`src/rtl/gpio_blink_pkg.sv`:
```
package gpio_blink_pkg;
  localparam int unsigned REG_W = 32;

  typedef enum logic [2:0] {
    RI_OUT   = 3'd0,
    RI_DIR   = 3'd1,
    RI_BLINK = 3'd2,
    RI_POL   = 3'd3,
    RI_DIN   = 3'd4,
    RI_VIEW  = 3'd5,
    RI_NONE  = 3'd7
  } reg_idx_e;

  function automatic reg_idx_e decode_word(input logic [2:0] w, input logic hi_nz);
    reg_idx_e r;
    if (hi_nz) r = RI_NONE;
    else begin
      case (w)
        3'd0:    r = RI_OUT;
        3'd1:    r = RI_DIR;
        3'd2:    r = RI_BLINK;
        3'd3:    r = RI_POL;
        3'd4:    r = RI_DIN;
        3'd5:    r = RI_VIEW;
        default: r = RI_NONE;
      endcase
    end
    return r;
  endfunction
endpackage

```
`src/rtl/gpio_sync.sv`:
```
module gpio_sync #(
  parameter int unsigned WIDTH = 32,
  parameter int unsigned STAGES = 2
) (
  input  logic             clk_i,
  input  logic             rst_ni,
  input  logic [WIDTH-1:0] d_i,
  output logic [WIDTH-1:0] q_o
);
  logic [WIDTH-1:0] stage_q [STAGES];

  for (genvar s = 0; s < STAGES; s++) begin : g_stage
    always_ff @(posedge clk_i or negedge rst_ni) begin
      if (!rst_ni) stage_q[s] <= '0;
      else if (s == 0) stage_q[s] <= d_i;
      else stage_q[s] <= stage_q[(s > 0) ? s-1 : 0];
    end
  end

  assign q_o = stage_q[STAGES-1];
endmodule

```
`src/rtl/gpio_blink_timer.sv`:
```
module gpio_blink_timer #(
  parameter int unsigned DIV = 16
) (
  input  logic clk_i,
  input  logic rst_ni,
  output logic phase_o
);
  localparam int unsigned CNT_W = (DIV > 1) ? $clog2(DIV) : 1;
  localparam logic [CNT_W-1:0] LAST = CNT_W'(DIV - 1);

  logic [CNT_W-1:0] cnt_q;
  logic             phase_q;

  always_ff @(posedge clk_i or negedge rst_ni) begin
    if (!rst_ni) begin
      cnt_q   <= '0;
      phase_q <= 1'b0;
    end else if (cnt_q == LAST) begin
      cnt_q   <= '0;
      phase_q <= ~phase_q;
    end else begin
      cnt_q <= cnt_q + 1'b1;
    end
  end

  assign phase_o = phase_q;
endmodule

```
`src/rtl/gpio_regs.sv`:
```
module gpio_regs
  import gpio_blink_pkg::*;
#(
  parameter int unsigned NUM_PINS = 32,
  parameter int unsigned ADDR_W   = 8
) (
  input  logic                clk_i,
  input  logic                rst_ni,
  input  logic                bus_req_i,
  input  logic                bus_we_i,
  input  logic [ADDR_W-1:0]   bus_addr_i,
  input  logic [REG_W-1:0]    bus_wdata_i,
  output logic [REG_W-1:0]    bus_rdata_o,
  input  logic [NUM_PINS-1:0] din_i,
  input  logic [NUM_PINS-1:0] view_i,
  output logic [NUM_PINS-1:0] out_o,
  output logic [NUM_PINS-1:0] dir_o,
  output logic [NUM_PINS-1:0] blink_o,
  output logic [NUM_PINS-1:0] pol_o
);
  localparam int unsigned HI_W = (ADDR_W > 5) ? ADDR_W - 5 : 1;

  logic [NUM_PINS-1:0] out_q, dir_q, blink_q, pol_q;
  logic [REG_W-1:0]    rdata_q, rdata_d;
  logic                hi_nz;
  reg_idx_e            sel;

  if (ADDR_W > 5) begin : g_hi
    logic [HI_W-1:0] hi;
    assign hi    = bus_addr_i[ADDR_W-1:5];
    assign hi_nz = |hi;
  end else begin : g_nohi
    assign hi_nz = 1'b0;
  end

  assign sel = decode_word(bus_addr_i[4:2], hi_nz);

  always_ff @(posedge clk_i or negedge rst_ni) begin
    if (!rst_ni) begin
      out_q   <= '0;
      dir_q   <= '1;
      blink_q <= '0;
      pol_q   <= '0;
    end else if (bus_req_i && bus_we_i) begin
      case (sel)
        RI_OUT:   out_q   <= bus_wdata_i[NUM_PINS-1:0];
        RI_DIR:   dir_q   <= bus_wdata_i[NUM_PINS-1:0];
        RI_BLINK: blink_q <= bus_wdata_i[NUM_PINS-1:0];
        RI_POL:   pol_q   <= bus_wdata_i[NUM_PINS-1:0];
        default:  ;
      endcase
    end
  end

  always_comb begin
    case (sel)
      RI_OUT:   rdata_d = REG_W'(out_q);
      RI_DIR:   rdata_d = REG_W'(dir_q);
      RI_BLINK: rdata_d = REG_W'(blink_q);
      RI_POL:   rdata_d = REG_W'(pol_q);
      RI_DIN:   rdata_d = REG_W'(din_i);
      RI_VIEW:  rdata_d = REG_W'(view_i);
      default:  rdata_d = '0;
    endcase
  end

  always_ff @(posedge clk_i or negedge rst_ni) begin
    if (!rst_ni) rdata_q <= '0;
    else if (bus_req_i && !bus_we_i) rdata_q <= rdata_d;
  end

  assign bus_rdata_o = rdata_q;
  assign out_o       = out_q;
  assign dir_o       = dir_q;
  assign blink_o     = blink_q;
  assign pol_o       = pol_q;
endmodule

```
`src/rtl/gpio_blink_port.sv`:
```
module gpio_blink_port
  import gpio_blink_pkg::*;
#(
  parameter int unsigned NUM_PINS  = 32,
  parameter int unsigned ADDR_W    = 8,
  parameter int unsigned BLINK_DIV = 16
) (
  input  logic                clk_i,
  input  logic                rst_ni,
  input  logic                bus_req_i,
  input  logic                bus_we_i,
  input  logic [ADDR_W-1:0]   bus_addr_i,
  input  logic [31:0]         bus_wdata_i,
  output logic [31:0]         bus_rdata_o,
  input  logic [NUM_PINS-1:0] pad_in_i,
  output logic [NUM_PINS-1:0] pad_oe_o,
  output logic [NUM_PINS-1:0] pad_out_o
);
  logic [NUM_PINS-1:0] pad_sync, din, view;
  logic [NUM_PINS-1:0] out_r, dir_r, blink_en, pol_r;
  logic                phase;

  gpio_sync #(.WIDTH(NUM_PINS), .STAGES(2)) u_sync (
    .clk_i (clk_i),
    .rst_ni(rst_ni),
    .d_i   (pad_in_i),
    .q_o   (pad_sync)
  );

  gpio_blink_timer #(.DIV(BLINK_DIV)) u_timer (
    .clk_i  (clk_i),
    .rst_ni (rst_ni),
    .phase_o(phase)
  );

  gpio_regs #(.NUM_PINS(NUM_PINS), .ADDR_W(ADDR_W)) u_regs (
    .clk_i      (clk_i),
    .rst_ni     (rst_ni),
    .bus_req_i  (bus_req_i),
    .bus_we_i   (bus_we_i),
    .bus_addr_i (bus_addr_i),
    .bus_wdata_i(bus_wdata_i),
    .bus_rdata_o(bus_rdata_o),
    .din_i      (din),
    .view_i     (view),
    .out_o      (out_r),
    .dir_o      (dir_r),
    .blink_o    (blink_en),
    .pol_o      (pol_r)
  );

  assign din = pad_sync ^ pol_r;

  // per-line readback: input -> adjusted data, output -> driven register
  for (genvar p = 0; p < NUM_PINS; p++) begin : g_pin
    assign view[p]      = dir_r[p] ? din[p] : out_r[p];
    assign pad_oe_o[p]  = ~dir_r[p];
    assign pad_out_o[p] = out_r[p] | (blink_en[p] & phase);
  end
endmodule

```
`config.mk`:
```
export PLATFORM = sky130hd
export DESIGN_NAME = gpio_blink_port
export DESIGN_NICKNAME = d
export VERILOG_FILES = /design/src/rtl/gpio_blink_pkg.sv /design/src/rtl/gpio_sync.sv /design/src/rtl/gpio_blink_timer.sv /design/src/rtl/gpio_regs.sv /design/src/rtl/gpio_blink_port.sv
export SDC_FILE = /design/constraint.sdc
export NUM_CORES = 1
export LEC_CHECK = 0
export ABC_AREA = 1
export CAP_MARGIN = 20
export CORE_ASPECT_RATIO = 2
export CORE_UTILIZATION = 50
export DETAILED_ROUTE_END_ITERATION = 12
export PLACE_DENSITY = 0.79
export SYNTH_ARGS = -nofsm -noshare
export SYNTH_HDL_FRONTEND = slang
export SYNTH_HIERARCHICAL = 1
export SYNTH_SLANG_ARGS = --single-unit
```
`constraint.sdc`:
```
create_clock -name clk_i -period 1.65 [get_ports clk_i]
set_input_delay 0.2475 -clock clk_i [delete_from_list [all_inputs] [get_ports clk_i]]
set_output_delay 0.2475 -clock clk_i [all_outputs]
set_load 0.05 [all_outputs]
```
# Word-level counts from Yosys, hierarchy flattened
# Cells that the tools add are included.
classes:
  n_addsub: 1
  eq_ne: 11
  n_mux: 36
  bitwise: 98
  reduce_logical: 10
ops:
  columns: ["cell", "count"]
  rows:
  - ["32-bit one-hot mux with 6 select lines", 1]
  - ["1-bit inverter", 33]
  - ["1-bit bitwise AND", 32]
  - ["1-bit 2-to-1 mux", 32]
  - ["1-bit OR", 32]
  - ["32-bit bitwise XOR", 1]
  - ["3-bit one-hot mux with 6 select lines", 1]
  - ["3-bit by 2-bit == test with 1-bit output, second input constant", 4]
  - ["3-bit == test, second input constant", 4]
  - ["2-bit AND reduction", 4]
  - ["3-bit by 1-bit == test with 1-bit output, second input constant", 2]
  - ["3-bit zero test", 2]
  - ["4-bit by 1-bit adder with 4-bit output, second input constant", 1]
  - ["4-bit == test, second input constant", 1]
  - ["4-bit 2-to-1 mux", 1]
  - ["3-bit 2-to-1 mux", 1]
  - ["3-bit OR reduction", 1]
  - ["1-bit logical AND", 2]
  - ["1-bit zero test", 1]
word_totals:
  ff_bits: 229
  in_bits: 76
  out_inout_bits: 96
  word_cells: 165

# Longest topological paths before layout
# Gate-level depths: netlist of run 1.
logic_depth:
  word_depth: 5
  ltp_mapped: 9
  mapped_depth_nobuf: 8

# Cells and area by module
# Netlist of run 1, hierarchy kept.
by_module_without_submodules:
  columns: ["module", "n_inst", "cells_per_inst", "area_per_inst_um2", "seq_area_each_um2"]
  rows:
  - ["gpio_regs", 1, 953, 7673.6, 4043.9]
  - ["gpio_sync", 1, 96, 1841.8, 1601.5]
  - ["gpio_blink_port", 1, 323, 1477.7, 0.0]
  - ["gpio_blink_timer", 1, 21, 207.7, 125.1]

# Worst setup path after synthesis of run 1
# OpenSTA, ideal clock, no wires.
synth_timing:
  kind: "flip-flop to flip-flop"
  startpoint: "register u_regs.dir_q[31] (netlist: u_regs/dir_o[31])"
  endpoint: "register u_regs.rdata_q[31] (netlist: u_regs/bus_rdata_o[31])"
  setup_time_ps: 121
  arrival_ps: 1157
  setup_slack_ps: 372
  path_stages_with_launch: 8
  synth_period_minus_slack_ps: 1278
  cell_sequence: "dfstp_2 -> inv_1 -> nand2_1 -> nand2_1 -> nand3_1 -> nand2_1 -> nor2_1 -> a21oi_2"
synth_between:
  elab_chain_cells: 2
synth_rtl:
  columns: ["element", "line_no", "source"]
  rows:
  - ["start, declared", "gpio_regs.sv:23", "logic [NUM_PINS-1:0] out_q, dir_q, blink_q, pol_q;"]
  - ["start signal, assigned", "gpio_regs.sv:47", "RI_DIR: dir_q <= bus_wdata_i[NUM_PINS-1:0];"]
  - ["1-bit 2-to-1 mux", "gpio_blink_port.sv:56", "assign view[p] = dir_r[p] ? din[p] : out_r[p];"]
  - ["via view[31]", "gpio_blink_port.sv:19", "logic [NUM_PINS-1:0] pad_sync, din, view;"]
  - ["32-bit one-hot mux with 6 select lines", "gpio_regs.sv:56", "case (sel)"]
  - ["end signal, assigned", "gpio_regs.sv:69", "else if (bus_req_i && !bus_we_i) rdata_q <= rdata_d;"]
  - ["end, declared", "gpio_regs.sv:24", "logic [REG_W-1:0] rdata_q, rdata_d;"]
# The timed path passes the listed nets, and every way through them passes these cells.
# A chain may end at the register's enable or synchronous reset.

# Worst setup path in the final report of run 1
layout_timing:
  startpoint: "register u_timer.phase_q (netlist: u_timer/phase_o)"
  endpoint: "output pad_out_o[12]"
layout_between:
  elab_chain_cells: 2
layout_rtl:
  columns: ["element", "line_no", "source"]
  rows:
  - ["start, declared", "gpio_blink_timer.sv:12", "logic phase_q;"]
  - ["start signal, assigned", "gpio_blink_timer.sv:20", "phase_q <= ~phase_q;"]
  - ["1-bit bitwise AND", "gpio_blink_port.sv:58", "assign pad_out_o[p] = out_r[p] | (blink_en[p] & phase);"]
  - ["1-bit OR", "gpio_blink_port.sv:58", null]
  - ["end, declared", "gpio_blink_port.sv:17", "output logic [NUM_PINS-1:0] pad_out_o"]
# No other way between the ends.

==> run_results.csv, run 1 <==
group,metric,value,unit
floorplanning,die_w,108,um
timing,setup_viol,32,
routing,dr_total_vias,9847,
layout,antenna_cells,0,
global_route,antenna_found_initial,0,
layout,nNetsFinal,1600,
pwr,swShare,29.1,%
worst_setup_path,cp_slowest_cell,"dfrtp_2",
floorplanning,pin_count,172,
global_route,grt_usage,27.5,%
layout,utilization,63.8,%
pwr,switchingPower,4.32,mW
global_route,grt_overflow,0,
cts,clock_latency,0.51,ns
worst_setup_path,worstSetupPathType,"reg -> out",
placement,dp_cells,1775,
yosys,synth_edf_count,0,
cts,cts_root_buf,"clkbuf_16",
timing,finalClockSkew,0.0139,ns
floorplanning,rows,77,
global_route,grt_pass1_wl,48900,um
routing,via_per_inst,5.43,
timing,rsz0062_at_grt,"true",
worst_setup_path,reg2reg_from,"u_regs/dir_o[14]$_DFFE_PN1P_",
floorplanning,dieHeight,214,um
timing,slew_violations,0,
placement,preCtsSetupSlack,-0.236,ns
worst_setup_path,cp-end-kind,"output port",
cts,cts_sinks,229,
layout,fin_cells,1813,
yosys,syn-cell-area,11200,um2
yosys,synth_nets,1470,
worst_setup_path,worstPathArrival,1.54,ns
timing,max_freq,0.560,GHz
yosys,synthDistinctLibCells,27,
pwr,p_comb_share,20.4,%
yosys,synth_top_area_cell,"dfrtp_1",
yosys,seq_area_frac_synth,51.5,%
yosys,yosysMostFrequentCell,"nand2_1",
min_path,hp-start,"pad_in_i[13]",
yosys,postSynthCellCount,1393,
routing,wl_per_cell,16.9,um
timing,setup_slack,-0.136,ns
timing,slew-limit-headroom,45.1,%
routing,drc,0,
global_route,grt_pass1_vias,10100,
cts,clockBufferDepth,3,
floorplanning,core_area,22100,um2
floorplanning,die_area,23000,um2
routing,first_pass_iters,6,
pwr,clkPwrFrac,36.0,%
floorplanning,floorplan.initialDensity,50.8,%
timing,hold_slack,0.169,ns
yosys,synth_warnings,6,
layout,num-fill-cells,1815,
yosys,synth_ff_type,"dfrtp_1",
yosys,synth_common_cells,"nand2_1 (392), dfrtp_1 (197), nand3_1 (164), inv_1 (138), nor2_1 (97)",
cts,htreeDepth,1,
placement,hpwl,19800,um
pwr,powerDensity,1050,nW/um2
cts,clk_pin_slew,0.06,ns
cts,cts_tree,"yes",
cts,numCtsBuffers,21,
routing,ant_nets,0,
yosys,async_reset_ff_share,100,%
timing,fin_crit_sh,108,%
yosys,ys_ff_latch,229,
placement,portBuffers,169,
worst_setup_path,worstPathCellList,"buf_12 -> a21o_1 -> buf_12",
yosys,avgSynthCellArea,8.04,um2
status,violations,"setup timing",
min_path,hold_path.class,"in -> reg",
routing,drt-total-wl,30600,um
layout,regArea,5770,um2
worst_setup_path,cp-startpoint,"u_timer/phase_o$_DFFE_PN0N_",
layout,drive_gt1_share,14.5,%
yosys,synth_area_leaders,"dfrtp_1 (44%), nand2_1 (13%), dfstp_2 (7.5%)",
pwr,power.internal,10.5,mW
cts,post-cts-setup-buffer-count,0,
layout,multi_input_area,4290,um2
pwr,power,14.9,mW
pwr,p_leak,6.86,nW
worst_setup_path,required,1.40,ns
placement,gp_congestion,0.827,
worst_setup_path,cpPeakStageDelay,0.39,ns
worst_setup_path,cp_common_cell,"buf_12",
timing,worst_pin_slew,0.824,ns
global_route,grt_max_degree,65,
worst_setup_path,crit_fanout,27,
routing,drtIter0Drc,608,
status,status,"finished, violations left",
run,drv_cap,0,
timing,fin_crit,1.79,ns
pwr,ir_worst_vdd,0.000946,V
yosys,yosys.area.top_type_share,44.0,%
layout,area_delta_synth_final,25.8,%
pwr,seqPwrFrac,43.5,%
timing,finalHoldViolCount,0,
worst_setup_path,startpoint_type,"flip-flop",
## critical path, delay by kind of cell, from the launching register on
kind	cells	cell delay, ns
compound gates	1	0.24
flops	1	0.39
buf+inv	2	0.40
## power groups by stage
stage,Sequential [mW],Clock [mW],Combinational (mW)
after global routing,6.52,5.63,3.25
after global placement,6.54,0,2.96
final,6.46,5.35,3.04
after floorplan,6.76,0,1.48
after detailed placement,6.56,0,3.02
after CTS,6.46,5.44,3.04
## per-layer routing
| layer | track usage [%] | share of wire [%] | wire length, um |
|---|---|---|---|
| met5 | 0 | 0 | 0 |
| met4 | 19.3 | 6.1 | 1870 |
| met3 | 3.34 | 6.1 | 1860 |
| met2 | 48.9 | 52 | 15800 |
| met1 | 30.1 | 36 | 11000 |
## per-stage QoR
stage / TNS, ns / cell area, um2
floorplan: 0 / 11200
global placement: -20.87 / 13300
detailed placement: -24.48 / 13300
CTS: -3.55 / 14100
global route: -3.74 / 14100
finish: -3.17 / 14100
## final timing paths
path / cells after the start / slack (ns) / to
worst max-delay path: 3 / -0.14 / pad_out_o[12]
worst min-delay path: 1 / 0.17 / u_sync/stage_q[45]$_DFF_PN0_
worst max register to register: 7 / 0.44 / u_regs/bus_rdata_o[14]$_DFFE_PN0P_
worst min register to register: 0 / 0.35 / u_sync/q_o[22]$_DFF_PN0_
max in group asynchronous: 3 / 0.72 / u_regs/dir_o[18]$_DFFE_PN1P_
min in group asynchronous: 2 / 0.22 / u_sync/stage_q[43]$_DFF_PN0_
## final cells by class
type                       count  share of cell area, %
clock inverter                 6                  0.942
inverter                     139                   3.70
clock buffer                  31                   4.49
tap                          276                   2.45
sequential                   229                   41.0
timing repair buffer         209                   16.9
multi-input combinational    923                   30.5
## kinds of logic after synthesis
| family | Yosys count | share of synthesized area, % |
|---|---|---|
| XOR/XNOR | 1 | 0.0782 |
| flip-flops | 229 | 51.5 |
| buffers and inverters | 241 | 10.5 |
| adder cells (fa/ha/maj) | 1 | 0.112 |
| AO/OA/AOI/OAI | 193 | 9.39 |
| AND/OR/NAND/NOR | 728 | 28.4 |
## sequential cells by signal, summed over array words and instances, names as in the netlist
| name | flops |
|---|---|
| u_timer/cnt_q | 4 |
| u_sync/q_o | 32 |
| u_regs/dir_o | 32 |
| u_regs/blink_o | 32 |
| u_regs/bus_rdata_o | 32 |
| u_regs/pol_o | 32 |
| u_timer/phase_o | 1 |
| u_sync/stage_q | 32 |
| u_regs/out_o | 32 |
## placed cells by master (no fill, tap or decap), types with 21 or more instances in the layout
| cell | instances |
|---|---|
| o21ai_1 | 48 |
| dfstp_2 | 32 |
| buf_4 | 83 |
| nor3b_1 | 30 |
| nand3_1 | 163 |
| o21ai_0 | 81 |
| nand2_1 | 392 |
| a21o_1 | 28 |
| buf_12 | 50 |
| inv_1 | 138 |
| a21oi_1 | 31 |
| clkbuf_16 | 21 |
| clkdlybuf4s50_1 | 71 |
| dfrtp_1 | 196 |
| and2_1 | 32 |
| nor2_1 | 96 |
## repair_timing
item	4_1_cts	5_1_grt
endpoints found under the hold margin	60	0
hold buffers	1	0
pin swaps	0	1
endpoints found under the setup margin	32	34
resized for setup	1	3
Power figures use the tool's default switching activity.
==> inputs of run 2 (changes only) <==
--- a/config.mk
+++ b/config.mk
@@ -6,7 +6,6 @@
 export NUM_CORES = 1
 export LEC_CHECK = 0
 export ABC_AREA = 1
-export CAP_MARGIN = 20
 export CORE_ASPECT_RATIO = 2
 export CORE_UTILIZATION = 50
 export DETAILED_ROUTE_END_ITERATION = 12
==> results of run 2 <==
Final layout, timing and power as in run 1 (identical DEF).
==> inputs of run 3 (changes only) <==
--- a/config.mk
+++ b/config.mk
@@ -10,6 +10,7 @@
 export CORE_UTILIZATION = 50
 export DETAILED_ROUTE_END_ITERATION = 12
 export PLACE_DENSITY = 0.79
+export SLEW_MARGIN = 20
 export SYNTH_ARGS = -nofsm -noshare
 export SYNTH_HDL_FRONTEND = slang
 export SYNTH_HIERARCHICAL = 1
==> results of run 3 <==
Final layout, timing and power as in run 1 (identical DEF).
